==> src/rtl/sri_pkg.sv <==
package sri_pkg;

  localparam int VEC_W     = 128;
  localparam int SHIFT_W   = 7;
  localparam int NUM_SIZES = 4;
  localparam int MIN_LANE  = 8;

  typedef enum logic [1:0] {
    LANE_8  = 2'd0,
    LANE_16 = 2'd1,
    LANE_32 = 2'd2,
    LANE_64 = 2'd3
  } laneSize_e;

  typedef struct packed {
    logic                 loadEn;
    logic                 quadEn;
    logic [NUM_SIZES-1:0] sizeHot;
    logic [SHIFT_W-1:0]   shiftLim;
  } ctrlStrobes_t;

endpackage

==> src/rtl/sri_ctrl.sv <==
module sri_ctrl
  import sri_pkg::*;
(
  input  logic               inValid,
  input  logic               quadMode,
  input  logic [1:0]         laneSize,
  input  logic [SHIFT_W-1:0] shiftAmt,
  output ctrlStrobes_t       strobes
);

  logic [SHIFT_W-1:0] laneWidth;

  always_comb begin
    laneWidth = SHIFT_W'(MIN_LANE << laneSize);
    strobes.loadEn  = inValid;
    strobes.quadEn  = quadMode;
    strobes.sizeHot = '0;
    strobes.sizeHot[laneSize] = 1'b1;
    // Any shift of a full lane or more gives the same all-zero mask.
    strobes.shiftLim = (shiftAmt > laneWidth) ? laneWidth : shiftAmt;
  end

endmodule

==> src/rtl/sri_datapath.sv <==
module sri_datapath
  import sri_pkg::*;
(
  input  logic             clk,
  input  logic             rstN,
  input  ctrlStrobes_t     strobes,
  input  logic [VEC_W-1:0] srcVec,
  input  logic [VEC_W-1:0] dstVec,
  output logic             outValid,
  output logic [VEC_W-1:0] resVec
);

  localparam int HALF_W = VEC_W / 2;

  logic [VEC_W-1:0] sizeResult [NUM_SIZES];
  logic [VEC_W-1:0] pickResult;
  logic [VEC_W-1:0] nextResult;

  // One merge network for each lane width; the control picks one of them.
  for (genvar g = 0; g < NUM_SIZES; g++) begin : gSize
    localparam int LW = MIN_LANE << g;
    localparam int NL = VEC_W / LW;
    for (genvar k = 0; k < NL; k++) begin : gLane
      logic [LW-1:0] srcLane, dstLane, shifted, keepMask;
      always_comb begin
        srcLane  = srcVec[k*LW +: LW];
        dstLane  = dstVec[k*LW +: LW];
        shifted  = srcLane >> strobes.shiftLim;
        keepMask = {LW{1'b1}} >> strobes.shiftLim;
        sizeResult[g][k*LW +: LW] = (dstLane & ~keepMask) | shifted;
      end
    end
  end

  always_comb begin
    pickResult = '0;
    for (int g = 0; g < NUM_SIZES; g++)
      if (strobes.sizeHot[g]) pickResult = pickResult | sizeResult[g];
    nextResult = strobes.quadEn ? pickResult
                                : {dstVec[VEC_W-1:HALF_W], pickResult[HALF_W-1:0]};
  end

  always_ff @(posedge clk or negedge rstN) begin
    if (!rstN) begin
      outValid <= 1'b0;
      resVec   <= '0;
    end else begin
      outValid <= strobes.loadEn;
      if (strobes.loadEn) resVec <= nextResult;
    end
  end


  size_onehot_chk: assert property (@(posedge clk) disable iff (!rstN)
    $countones(strobes.sizeHot) == 1);


  shift_limit_chk: assert property (@(posedge clk) disable iff (!rstN)
    int'(strobes.shiftLim) <= (MIN_LANE << (NUM_SIZES - 1)));


  valid_delay_chk: assert property (@(posedge clk) disable iff (!rstN)
    strobes.loadEn |=> outValid);


  valid_idle_chk: assert property (@(posedge clk) disable iff (!rstN)
    !strobes.loadEn |=> !outValid);


  result_hold_chk: assert property (@(posedge clk) disable iff (!rstN)
    !strobes.loadEn |=> $stable(resVec));

endmodule

==> src/rtl/sri_unit.sv <==
module sri_unit
  import sri_pkg::*;
(
  input  logic         clk,
  input  logic         rstN,
  input  logic         inValid,
  input  logic         quadMode,
  input  logic [1:0]   laneSize,
  input  logic [6:0]   shiftAmt,
  input  logic [127:0] srcVec,
  input  logic [127:0] dstVec,
  output logic         outValid,
  output logic [127:0] resVec
);

  localparam int HALF_W = VEC_W / 2;

  ctrlStrobes_t strobes;

  sri_ctrl ctrl_i (
    .inValid  (inValid),
    .quadMode (quadMode),
    .laneSize (laneSize),
    .shiftAmt (shiftAmt),
    .strobes  (strobes)
  );

  sri_datapath dp_i (
    .clk      (clk),
    .rstN     (rstN),
    .strobes  (strobes),
    .srcVec   (srcVec),
    .dstVec   (dstVec),
    .outValid (outValid),
    .resVec   (resVec)
  );


  upper_pass_chk: assert property (@(posedge clk) disable iff (!rstN)
    (inValid && !quadMode) |=> resVec[VEC_W-1:HALF_W] == $past(dstVec[VEC_W-1:HALF_W]));


  zero_shift_chk: assert property (@(posedge clk) disable iff (!rstN)
    (inValid && quadMode && shiftAmt == '0) |=> resVec == $past(srcVec));


  full_shift_chk: assert property (@(posedge clk) disable iff (!rstN)
    (inValid && quadMode && int'(shiftAmt) >= (MIN_LANE << laneSize)) |=> resVec == $past(dstVec));

endmodule

==> config.mk <==
export PLATFORM = sky130hd
export DESIGN_NAME = sri_unit
export DESIGN_NICKNAME = d
export VERILOG_FILES = /design/src/rtl/sri_pkg.sv /design/src/rtl/sri_ctrl.sv /design/src/rtl/sri_datapath.sv /design/src/rtl/sri_unit.sv
export SDC_FILE = /design/constraint.sdc
export NUM_CORES = 2
export LEC_CHECK = 0
export ABC_AREA = 1
export BUFFER_PORTS_ARGS = -buffer_cell sky130_fd_sc_hd__buf_4
export CELL_PAD_IN_SITES_DETAIL_PLACEMENT = 1
export CELL_PAD_IN_SITES_GLOBAL_PLACEMENT = 2
export CORE_MARGIN = 2
export CORE_UTILIZATION = 28
export CTS_BUF_LIST = sky130_fd_sc_hd__clkbuf_8
export DETAILED_ROUTE_END_ITERATION = 6
export PLACE_DENSITY = 0.84
export RECOVER_POWER = 50
export SLEW_MARGIN = 15
export SYNTH_ARGS = -nofsm -noshare
export SYNTH_HDL_FRONTEND = slang
export SYNTH_HIERARCHICAL = 1
export SYNTH_SLANG_ARGS = --single-unit
==> constraint.sdc <==
create_clock -name clk -period 1.1 [get_ports clk]
set_input_delay 0.055 -clock clk [delete_from_list [all_inputs] [get_ports clk]]
set_output_delay 0.055 -clock clk [all_outputs]
set_load 0.005 [all_outputs]
# ---- After elaboration in Yosys (flattened, before gate mapping)
# Index checks and enable logic that the tools add are counted.
dict set report totals {
  regBits 129
  output_inout_bits 129
  wordCells 116
}
dict set report op_classes {
  magnitude_cmp 3
  shift 35
  n_mux 8
  n_bitwise 67
  n_reduce_logical 1
}
# cell n
set op_table {}
lappend op_table {{128-bit two-way mux} 5}
lappend op_table {{128-bit OR} 3}
lappend op_table {{16-bit bitwise AND} 8}
lappend op_table {{32-bit bitwise AND} 4}
lappend op_table {{64-bit bitwise AND} 2}
lappend op_table {{8-bit bitwise AND} 16}
lappend op_table {{16-bit OR} 8}
lappend op_table {{32-bit OR} 4}
lappend op_table {{64-bit OR} 2}
lappend op_table {{8-bit OR} 16}
lappend op_table {{16-bit by 7-bit >> shifter with 16-bit output} 8}
lappend op_table {{32-bit by 7-bit >> shifter with 32-bit output} 4}
lappend op_table {{64-bit by 7-bit >> shifter with 64-bit output} 2}
lappend op_table {{8-bit by 7-bit >> shifter with 8-bit output} 16}
lappend op_table {{64-bit inverter} 1}
lappend op_table {{64-bit by 7-bit >> shifter with 64-bit output, first input constant} 1}
lappend op_table {{32-bit inverter} 1}
lappend op_table {{32-bit by 7-bit >> shifter with 32-bit output, first input constant} 1}
lappend op_table {{16-bit inverter} 1}
lappend op_table {{16-bit by 7-bit >> shifter with 16-bit output, first input constant} 1}
lappend op_table {{8-bit inverter} 1}
lappend op_table {{8-bit by 7-bit >> shifter with 8-bit output, first input constant} 1}
lappend op_table {{7-bit > comparator} 1}
lappend op_table {{7-bit two-way mux} 1}
lappend op_table {{6 further kinds} 6}

# ---- Depth between registers and ports, before layout
dict set report depth {
  word_depth 15
  mapped_depth 28
}

# ---- Hierarchy
# The synthesis kept the hierarchy.
# mod n_inst cells_each area_per_inst_um2
set by_module_without_submodules {}
lappend by_module_without_submodules {sri_datapath 1 3997 20363.3}
lappend by_module_without_submodules {sri_ctrl 1 47 236.5}

# ---- Worst setup path after synthesis
# Ideal clock, no wire load.
dict set report synth_path {
  path_kind {input port to flip-flop}
  start {input port laneSize[0]}
  end {register dp_i.resVec[46]}
  setup_time_ns 0.113
  arrival_time_ns 2.544
  required_ns 0.987
  slack_ns -1.557
  cell_stages 18
  path_buffers 2
  cell_sequence {inv_1 -> nor2_1 -> inv_1 -> ha_1 -> nand2_1 -> inv_1 -> nand2_1 -> nand3_2 -> o21ai_1 -> nor2_2 -> nand2_1 -> clkbuf_1 -> clkbuf_1 -> o21ai_0 -> a21oi_1 -> nand3_1 -> nand2_1 -> inv_1}
}
# element line_no
set synth_rtl {}
lappend synth_rtl {{start, declared} sri_unit.sv:8} ;# input logic [1:0] laneSize,
lappend synth_rtl {{end signal, assigned} sri_datapath.sv:49} ;# if (strobes.loadEn) resVec <= nextResult;
lappend synth_rtl {{end, declared} sri_datapath.sv:10} ;# output logic [VEC_W-1:0] resVec

==> results by group <==
Pwr
  • Power, Total: 52700 uW
  • Combinational Power Share: 0.787
  • Max VDD drop: 0.838 mV
  • Clock power frac: 0.096
  • Pwr dens: 1340 nW/um^2
  • Seq pwr share: 0.117
  • LEAKAGE: 0.0195 uW
  • Switching part of the total: 0.565
  • Net Sw Power: 29800 uW
  • Int Power: 22900 uW

Placement
  • GPL Wtd Cong: 1.20
  • HPWL Detailed: 173000 um
  • Port-buffer cells: 397
  • Placed insts: 6167
  • Dpl cell area: 32600 sq um
  • Place WS: -2680 ps

Clocking
  • Clock buffer depth: 2
  • Worst skew pair latency: 540 ps
  • TritonCTS Buffers: 17
  • CTS clk-pin slew, worst paths: 100 ps
  • Root buffer cell: clkbuf_8
  • TritonCTS clock tree: done
  • H-tree Lvls: 4
  • TritonCTS Sinks: 129

Job
  • Max Cap Viol: 0

STA
  • RSZ-0062 raised after global routing: true
  • Final Setup Violations: 360
  • Max Slew Vio Count: 0
  • Final min period: 3000 ps
  • Tcrit/Tclk final: 2.72
  • Worst Skew: 0 ps
  • Max frequency: 0.334 GHz
  • Final hold vios: 1
  • Worst Tran Pin Value: 1030 ps
  • Hold slack: -6.97 ps
  • Setup WS post-layout: -1900 ps
  • Slew HR: 0.313

Critical path
  • CP endpoint kind: register
  • Required time worst endpoint: 1580 ps
  • Crit path DAT: 3470 ps
  • Crit start category: primary input
  • Setup CP Type: in2reg
  • CP max FO: 48

Global routing
  • Global-route wire length before repair: 302000 um
  • All-Layer GR Usage: 0.570
  • Vias in the first global route: 39600
  • GRT overflow: 0
  • Initial antenna violation count: 17
  • Largest net degree at the start of global routing: 49

Detailed routing
  • Vias per cell: 6.65
  • Remaining antenna violation count: 0
  • First-pass DRT Iterations: 7
  • Final wirelength: 237000 um
  • Iter 0 DRT Violations: 7150
  • Residual DRC: 42
  • WL per Instance: 37.1 um
  • Vias: 42500

Final layout
  • Total Nets Final: 5676
  • Commonest non-fill, non-tap cell in the layout: buf_4
  • Final instance count without filler cells: 6394
  • Most frequent cells in the layout: buf_4 (1328), nand2_1 (1245), nand3_1 (557)
  • Post-route design area: 39300 sq um
  • Layout cells sized above 1: 0.451
  • Area delta synth->final: 90.8%

Synthesis
  • Ys flop type: dfrtp_1
  • Synth Cell Area: 20600 sq um
  • EDFF count, synth: 0
  • Flops & latches, synth: 129
  • Yosys warning count: 6
  • Post-synthesis sequential area ratio: 0.157
  • Syn_area_per_cell: 5.09 sq um
  • Post-Synthesis Cells: 4044
  • Async set or reset register ratio after synthesis: 1.00
  • Post-synth cell types: 49
  • Synthesized net count: 4317

Floorplan
  • Row count: 99
  • IO Pins: 398
  • Core area: 73000 sq um
  • Die height: 275 um
  • Initial core utilization: 0.282
  • Die area: 75800 sq um
  • Die X-Extent: 275 um

Status
  • Outcome: complete, but fails checks
  • Violated checks: DRC, hold timing, setup timing

Hold path
  • Hold WC Path Type: in2reg
per-layer routing:
layer	global-route usage	routed length (um)
met4	0.549	31600
met5	0.0107	232
met1	0.639	78600
met2	0.827	93000
met3	0.210	33500
layout make-up:
cell class	instances	area, sq um
Fill cell	9542	33600
Multi-Input combinational cell	3437	19400
Timing Repair Buffer	1608	14200
Sequential cell	129	3230
Tap cell	959	1200
Inverter	209	866
Clock buffer	19	262
Clock inverter	13	161
Antenna cell	19	47.5
Timing Repair inverter	1	8.76
logic make-up (layout without fill, tap and decap cells):
group           Yosys count  after routing  synth area share
other cells               0             19                 0
buf+inv                 478           1850            0.0927
compound gates          650            650             0.181
simple gates           2783           2783             0.567
flops                   129            129             0.157
fa+ha+maj                 4              4           0.00243
registers in the layout, indices dropped and copies added, names as in the netlist:
| register | flops |
|---|---|
| dp_i/resVec | 128 |
| dp_i/outValid | 1 |
worst max-delay path: stages:
cell	delay [ps]
buf_6	120
nor2_4	130
buf_4	120
buf_4	390
buf_4	770
nor2_1	180
inv_1	170
buf_12	160
buf_12	120
nand2_2	60
inv_2	200
nand2_1	270
o211ai_1	210
nor2_2	80
nand3_2	130
o21ai_1	90
inv_1	80
timing repair:
action                                  4_1_cts  5_1_grt
endpoints found under the setup margin      257      278
hold endpoints to repair                    204        0
hold buffers                                 77        0
buffers inserted                             37       48
cloned                                        9       10
pin swaps                                    89      163
gates resized for setup                     534      632
Yosys cell counts, types with 2 or more instances:
library cell / number / area [sq um]
a211oi_1: 7 / 52.6
a21oi_1: 213 / 1070
a221oi_1: 2 / 17.5
a22o_1: 3 / 26.3
a22oi_1: 4 / 30.0
a31oi_1: 39 / 244
a32o_1: 3 / 30.0
a32oi_1: 6 / 52.6
and2_1: 5 / 31.3
and3_1: 2 / 12.5
buf_1: 55 / 206
buf_2: 81 / 405
buf_4: 4 / 30.0
clkbuf_1: 129 / 484
clkinv_1: 2 / 7.51
dfrtp_1: 129 / 3230
ha_1: 4 / 50.1
inv_1: 181 / 679
inv_2: 26 / 97.6
nand2_1: 1582 / 5940
nand2_2: 4 / 25.0
nand3_1: 822 / 4110
nand3b_1: 2 / 15.0
nand4_1: 28 / 175
nor2_1: 298 / 1120
nor2_2: 11 / 68.8
nor2_4: 2 / 22.5
nor3_1: 18 / 90.1
nor3b_1: 2 / 15.0
o2111ai_1: 14 / 123
o211ai_1: 57 / 428
o21a_1: 7 / 52.6
o21ai_0: 193 / 966
o21ai_1: 48 / 240
o221ai_1: 6 / 52.6
o22ai_1: 22 / 138
o311ai_0: 2 / 17.5
o31ai_1: 7 / 52.6
o32ai_1: 3 / 26.3
o41ai_1: 9 / 78.8
or2_2: 4 / 25.0
metrics by stage:
step	setup TNS (ps)	utilization	hold slack, ps
3_3_place_gp	-283090	0.446	-42.7
3_5_place_dp	-291030	0.446	-41.1
2_1_floorplan	-153800	-	-241
5_1_grt	-231420	0.538	9.74
4_1_cts	-183460	0.497	3.86
6_report	-215260	0.539	-6.97
power by group through the flow:
stage / Clock (uW) / Combinational, uW / Sequential, uW
4_1_cts: 4940 / 34500 / 6100
6_report: 5070 / 41500 / 6180
3_5_place_dp: 0 / 31800 / 6170
2_1_floorplan: 0 / 11800 / 6090
5_1_grt: 5160 / 41300 / 6200
3_3_place_gp: 0 / 31600 / 6170
path summary, 6_finish.rpt:
check	slack, ps	start	to	cells past startpoint
worst min register to register	500	dp_i/resVec[111]	dp_i/resVec[111]	2
worst min-delay path	-7	dstVec[97]	dp_i/resVec[97]	5
worst max-delay path	-1900	laneSize[1]	dp_i/resVec[43]	17
worst max register to register	220	dp_i/resVec[38]	dp_i/resVec[38]	3
min in group asynchronous	600	rstN	dp_i/resVec[57]	3
max in group asynchronous	-100	rstN	dp_i/resVec[85]	4
Note: power is estimated with default switching activity, not from simulation.
